$ cat config.mk
export PLATFORM = sky130hd
export DESIGN_NAME = cfgstore_pair
export DESIGN_NICKNAME = d
export VERILOG_FILES = /design/src/rtl/cfgstore_pkg.sv /design/src/rtl/cfgstore_ctrl.sv /design/src/rtl/cfgstore_dir.sv /design/src/rtl/cfgstore_cell.sv /design/src/rtl/cfgstore_pair.sv
export SDC_FILE = /design/constraint.sdc
export NUM_CORES = 1
export LEC_CHECK = 0
export BUFFER_PORTS_ARGS = -buffer_cell sky130_fd_sc_hd__buf_2
export CAP_MARGIN = 5
export CORE_AREA = 8 8 45 47
export CTS_BUF_LIST = sky130_fd_sc_hd__clkbuf_4 sky130_fd_sc_hd__clkbuf_8
export DETAILED_ROUTE_END_ITERATION = 12
export DIE_AREA = 0 0 53 55
export GPL_TIMING_DRIVEN = 0
export PLACE_DENSITY = 0.33
export SLEW_MARGIN = 25
export SYNTH_ARGS = -nofsm -noshare
export SYNTH_HDL_FRONTEND = slang
export SYNTH_SLANG_ARGS = --single-unit
$ cat constraint.sdc
create_clock -name clk -period 0.8 [get_ports clk]
set_input_delay 0.24 -clock clk [delete_from_list [all_inputs] [get_ports clk]]
set_output_delay 0.24 -clock clk [all_outputs]
set_load 0.05 [all_outputs]
$ cat src/rtl/cfgstore_pkg.sv
`timescale 1ns/100ps
package cfgstore_pkg;

  // Control inputs after the polarity and usage options are applied.
  typedef struct packed {
    logic ce;
    logic sr;
    logic rev;
  } ctl_t;

  // An unused control reads as its idle value; a used one gets its sense applied.
  function automatic logic apply_pol(input logic raw, input bit inv,
                                     input bit used, input logic idle);
    return used ? (raw ^ inv) : idle;
  endfunction

endpackage

$ cat src/rtl/cfgstore_ctrl.sv
`timescale 1ns/100ps
module cfgstore_ctrl
  import cfgstore_pkg::*;
#(
  parameter bit CLK_INV  = 1'b0,
  parameter bit CE_INV   = 1'b0,
  parameter bit SR_INV   = 1'b0,
  parameter bit REV_INV  = 1'b0,
  parameter bit CE_USED  = 1'b1,
  parameter bit SR_USED  = 1'b1,
  parameter bit REV_USED = 1'b1
) (
  input  logic clk,
  input  logic ce,
  input  logic sr,
  input  logic rev,
  output logic ck_act,
  output ctl_t ctl
);

  localparam bit REV_LIVE = SR_USED && REV_USED;

  // The active clock sense: the inversion sits on the control input.
  assign ck_act  = clk ^ CLK_INV;

  assign ctl.ce  = apply_pol(ce,  CE_INV,  CE_USED,  1'b1);
  assign ctl.sr  = apply_pol(sr,  SR_INV,  SR_USED,  1'b0);
  assign ctl.rev = apply_pol(rev, REV_INV, REV_LIVE, 1'b0);

endmodule

$ cat src/rtl/cfgstore_dir.sv
`timescale 1ns/100ps
module cfgstore_dir #(
  parameter bit SR_HIGH = 1'b0
) (
  input  logic sr_on,
  input  logic rev_on,
  output logic set_dir,
  output logic rst_dir
);

  // The force input pushes toward SR_HIGH; the reverse input pushes the other way.
  generate
    if (SR_HIGH) begin : g_sr_sets
      assign set_dir = sr_on;
      assign rst_dir = rev_on;
    end else begin : g_sr_clears
      assign set_dir = rev_on;
      assign rst_dir = sr_on;
    end
  endgenerate

endmodule

$ cat src/rtl/cfgstore_cell.sv
`timescale 1ns/100ps
module cfgstore_cell #(
  parameter bit IS_LATCH = 1'b0,
  parameter bit ASYNC_SR = 1'b0,
  parameter bit INIT_BIT = 1'b0
) (
  input  logic ck_act,
  input  logic init,
  input  logic ce_en,
  input  logic set_dir,
  input  logic rst_dir,
  input  logic d,
  output logic q
);

  logic frc;
  logic frc_val;

  assign frc     = set_dir | rst_dir;
  assign frc_val = ~rst_dir;   // a drive toward 0 wins over a drive toward 1

  generate
    if (IS_LATCH) begin : g_latch
      always_latch begin
        if (init) begin
          q <= INIT_BIT;
        end else if (ASYNC_SR && frc) begin
          q <= frc_val;
        end else if (ck_act) begin
          if (!ASYNC_SR && frc) begin
            q <= frc_val;
          end else if (ce_en) begin
            q <= d;
          end
        end
      end

      // at the closing edge, a transparent latch holds the data it was following.
      p_latch_track_r8: assert property (@(negedge ck_act) disable iff (init)
        (ce_en && !frc) |-> (q == d));

    end else if (ASYNC_SR) begin : g_ff_async
      always_ff @(posedge ck_act or posedge init or posedge rst_dir or posedge set_dir) begin
        if (init) begin
          q <= INIT_BIT;
        end else if (rst_dir) begin
          q <= 1'b0;
        end else if (set_dir) begin
          q <= 1'b1;
        end else if (ce_en) begin
          q <= d;
        end
      end

      // a held drive toward 0 is already visible at any clock edge.
      p_async_rst_r7: assert property (@(posedge ck_act) disable iff (init)
        rst_dir |-> !q);

    end else begin : g_ff_sync
      always_ff @(posedge ck_act or posedge init) begin
        if (init) begin
          q <= INIT_BIT;
        end else if (frc) begin
          q <= frc_val;
        end else if (ce_en) begin
          q <= d;
        end
      end

      // enabled capture of data.
      p_capture_r1: assert property (@(posedge ck_act) disable iff (init)
        (!frc && ce_en) |=> (q == $past(d)));

      // a disabled element holds its value.
      p_hold_r2: assert property (@(posedge ck_act) disable iff (init)
        (!frc && !ce_en) |=> $stable(q));

      // a synchronous force lands on the edge whatever the enable is.
      p_sync_force_r6: assert property (@(posedge ck_act) disable iff (init)
        frc |=> (q == $past(frc_val)));
    end
  endgenerate

endmodule

$ cat src/rtl/cfgstore_pair.sv
`timescale 1ns/100ps
module cfgstore_pair
  import cfgstore_pkg::*;
#(
  parameter int               LANES       = 2,
  parameter logic [LANES-1:0] LATCH_MASK  = '0,
  parameter logic [LANES-1:0] SR_VAL_MASK = 2'b10,
  parameter logic [LANES-1:0] INIT_MASK   = 2'b01,
  parameter bit               SR_ASYNC    = 1'b0,
  parameter bit               CLK_INV     = 1'b0,
  parameter bit               CE_INV      = 1'b0,
  parameter bit               SR_INV      = 1'b0,
  parameter bit               REV_INV     = 1'b0,
  parameter bit               CE_USED     = 1'b1,
  parameter bit               SR_USED     = 1'b1,
  parameter bit               REV_USED    = 1'b1
) (
  input  logic             clk,
  input  logic             init,
  input  logic             ce,
  input  logic             sr,
  input  logic             rev,
  input  logic [LANES-1:0] d,
  output logic [LANES-1:0] q
);

  logic ck_act;
  ctl_t ctl;

  // one conditioned set of controls, shared by every lane.
  cfgstore_ctrl #(
    .CLK_INV (CLK_INV),
    .CE_INV  (CE_INV),
    .SR_INV  (SR_INV),
    .REV_INV (REV_INV),
    .CE_USED (CE_USED),
    .SR_USED (SR_USED),
    .REV_USED(REV_USED)
  ) u_ctrl (
    .clk   (clk),
    .ce    (ce),
    .sr    (sr),
    .rev   (rev),
    .ck_act(ck_act),
    .ctl   (ctl)
  );

  generate
    for (genvar i = 0; i < LANES; i++) begin : g_lane
      logic set_dir;
      logic rst_dir;

      cfgstore_dir #(
        .SR_HIGH(SR_VAL_MASK[i])
      ) u_dir (
        .sr_on  (ctl.sr),
        .rev_on (ctl.rev),
        .set_dir(set_dir),
        .rst_dir(rst_dir)
      );

      cfgstore_cell #(
        .IS_LATCH(LATCH_MASK[i]),
        .ASYNC_SR(SR_ASYNC),
        .INIT_BIT(INIT_MASK[i])
      ) u_cell (
        .ck_act (ck_act),
        .init   (init),
        .ce_en  (ctl.ce),
        .set_dir(set_dir),
        .rst_dir(rst_dir),
        .d      (d[i]),
        .q      (q[i])
      );
    end
  endgenerate

endmodule

Word level (Yosys, flattened, before mapping)
Cells that the tools add are included.

Word-level logic and storage cells: 10. Bits in registers: 2. Output and inout bits: 2. Input bits: 7.

Multiplexer cells: 4. Bitwise logic cells: 3. Reductions and logical operators: 1.

Operator list (count): 2-to-1 mux 1 bit (4); inverter 1 bit (2); nonzero test 2 bit (1); bitwise OR 1 bit (1).

Longest topological paths before layout
Depth after elaboration: 2. Depth in mapped cells: 2. Gate-level depth less buffers: 2.

Cells and area by module
From an unflattened synthesis, not the netlist that was laid out.

Cell total of the unflattened synthesis: 18. Area, all modules: 156.4 um^2.

By module, submodules not included: cfgstore_cell at g_lane[0].u_cell (cells an instance 5, instances 1, area each 48.8 um^2, sequential area each 26.3 um^2); cfgstore_cell at g_lane[1].u_cell (cells an instance 5, instances 1, area each 47.5 um^2, sequential area each 25.0 um^2); cfgstore_ctrl (cells an instance 4, instances 1, area each 30.0 um^2, sequential area each 0.0 um^2); cfgstore_dir (cells an instance 2, instances 2, area each 15.0 um^2, sequential area each 0.0 um^2).

Least setup slack after synthesis
Ideal clock, no wire load.

Kind: flip-flop to output port. From: reg g_lane[0].u_cell.q. To: out q[0]. Required time: 0.560 ns. Slack: -0.126 ns. Arrival time: 0.686 ns. Cell stages (with the launch flop): 2. Path buffers: 1. Path through: dfstp_2 -> buf_4.

RTL lines: from (decl) (RTL line cfgstore_cell.sv:13) `output logic q`; from (signal assigned) (RTL line cfgstore_cell.sv:64) `q <= frc_val;`; to (decl) (RTL line cfgstore_pair.sv:24) `output logic [LANES-1:0] q`.

No word-level cell between the ends.

Final worst setup path
From: reg g_lane[0].u_cell.q. To: out q[0].

No word-level cell between the ends.

==> results_dict.tcl <==
set metrics [dict create \
    relSlewSlack_pct 90.1 \
    hold_viol 0 \
    fmax_ghz 0.821 \
    synth_cells 11 \
    setup_viol 2 \
    met2_usage_pct 2.73 \
    path_cells "buf_8 -> buf_8" \
    grt-ovfl-total 0 \
    yosysWarnings 0 \
    grtUsageMet3_pct 4.01 \
    crit_path_end "q[0]" \
    ys_ff_latch 2 \
    cts_buffer_depth 2 \
    path_class "flop to primary output" \
    grt.total_usage_pct 3.01 \
    grt_pass1_wl_um 524 \
    yosysMostFrequentCell "inv_1" \
    crit_slowest_cell "dfstp_2" \
    min-delay-start "sr" \
    syn_area_per_cell_um2 9.78 \
    cts_root_buf "clkbuf_4" \
    pin_count 9 \
    yosysSeqAreaShare_pct 47.7 \
    syn_area_um2 108 \
    worst_ep_required_time_ps 560 \
    io_buffers 8 \
    antenna_found_initial 0 \
    cts_buffers 3 \
    vias_per_cell 2.82 \
    min_period_ps 1220 \
    path_buf_inv 2 \
    postLayoutCoreUtil_pct 16.5 \
    largest_reg_flops 2 \
    cts.sinks 2 \
    via_count 110 \
    synth.net_count 18 \
    cp.arrival_ps 980 \
    drive_gt1_share_pct 60.9 \
    critPathTopFamily "flip-flops" \
    coreArea_um2 1380 \
    fin_worst_skew_ps 0 \
    cp-start-kind "flop" \
    crit_fanout 2 \
    wl_per_cell_um 8.72 \
    r2r_cells 2 \
    drc 0 \
    worst_pin_slew_ps 144 \
    synthArstFlopShare_pct 100 \
    clock_latency_ps 220 \
    clkTransAtPathRegs_ps 30 \
    yosysTopAreaCell "dfstp_2" \
    r2r_start "g_lane[0].u_cell.q" \
    synth_area_leaders "dfstp_2, dfrtp_1, mux2i_1, buf_4, inv_1" \
    r2r_slack_ps 0 \
    r2r_end "g_lane[0].u_cell.q" \
    slowest_delay_ps 530 \
    setup-tns-final_ps -633 \
    dieWidth_um 53 \
    area_delta_synth_final_pct 112 \
    worst_slack_ps -418 \
    powerDensity_nw_per_um2 2200 \
    diodes 0 \
    crit_cells 2 \
    fin_nets 31 \
    hold_class "primary input to flop" \
    violations "setup timing" \
    synthTopCellsByCount "inv_1, a21oi_1, buf_4, mux2i_1" \
    synthFlopType "dfstp_2" \
    fin_cells 39 \
    status "finished, violations left" \
    crit_start "g_lane[0].u_cell.q" \
    h-tree-depth 1 \
    yosysTopAreaCellShare_pct 24.4 \
    regMostFlops "g_lane.u_cell.q" \
    crit_path_end_kind "primary output" \
    wl_um 340 \
    cts_tree "done" \
    synth-edff-count 0 \
    p_leak_nw 0.122 \
    busiest_layer "met4" \
    ys_types 6 \
    grt_start_max_net_pins 3 \
    reg_top3 "g_lane.u_cell.q x2" \
    maxSlewViolCount 0 \
    initial_core_util_pct 7.78 \
    rsz0062_at_grt "yes" \
    ant_nets 0 \
    grt_use_met1_pct 2.13 \
    grt_pass1_vias 140 \
    first_pass_iters 3 \
    fin_crit_sh_pct 152 \
    placementRows 14 \
    place_inst 35 \
    dieArea_um2 2920 \
    vdd_drop_max_v 0.000397 \
    die_h_um 55 \
    place_congestion 0.645 \
    cap_viol_max_count 0 \
    cpMostUsedCell "buf_8" \
    drtIter0Drc 1 \
]
==> per-layer routing <==
metal,vias to the layer above,routed length (um)
li1,55,-
met1,46,94
met2,9,120
met3,0,125
met4,0,0
met5,-,0
==> logic make-up (layout without fill, tap and decap cells) <==
family,count (synthesis),after routing,share of synthesized area [%]
buf+inv,5,17,24.4
flops,2,2,47.7
mux,2,2,18.6
compound gates,2,2,9.30
==> worst min-delay path by stage <==
stage | slack [ps] | endpoint | cells after the start
2_1_floorplan | -20 | g_lane[1].u_cell.q | 1
3_3_place_gp | 90 | g_lane[1].u_cell.q | 2
3_5_place_dp | 90 | g_lane[1].u_cell.q | 2
4_1_cts | 140 | g_lane[0].u_cell.q | 2
5_1_grt | 150 | g_lane[0].u_cell.q | 2
6_report | 150 | g_lane[0].u_cell.q | 2
==> report_power, final <==
group          switching, mW  leakage (nW)  internal (mW)
registers            0.00634        0.0229          0.112
clock network         0.0639        0.0184          0.219
logic                 0.0472        0.0807         0.0508
total                  0.117         0.122          0.382
==> through the flow <==
| stage | total power, mW | hold slack (ps) | area [um2] | worst slack (ps) |
|---|---|---|---|---|
| 6_report | 0.500 | 149 | 228 | -418 |
| 5_1_grt | 0.522 | 145 | 228 | -441 |
| 4_1_cts | 0.517 | 137 | 228 | -432 |
| 3_5_place_dp | 0.202 | 92.7 | 175 | -299 |
| 3_3_place_gp | 0.199 | 89.6 | 175 | -293 |
| 2_1_floorplan | 0.175 | -19.5 | 115 | -99.3 |
==> cell type report <==
cell class / count / area, um2
clock buffers: 4 / 30.0
plain buffers: 1 / 15.0
fillers: 159 / 1160
inverters: 3 / 11.3
repair buffers: 9 / 70.1
well taps: 16 / 20.0
flip-flops and latches: 2 / 51.3
multi-input cells: 4 / 30.0
==> cells in the final DEF, fill, tap and decap left out <==
cell           n
clkbuf_4       4
inv_1          3
a21oi_1        2
dfrtp_1        1
dfstp_2        1
buf_2          6
mux2i_1        2
dlygate4sd3_1  1
buf_8          3
==> timing repair <==
| item | 4_1_cts | 5_1_grt |
|---|---|---|
| buffers inserted | 0 | 0 |
| setup endpoints to repair | 3 | 3 |
| endpoints found under the hold margin | 1 | 0 |
| pin swaps | 1 | 0 |
| hold buffers | 1 | 0 |
| gates cloned | 0 | 0 |
| resized for setup | 6 | 0 |
Power figures use the tool's default switching activity.
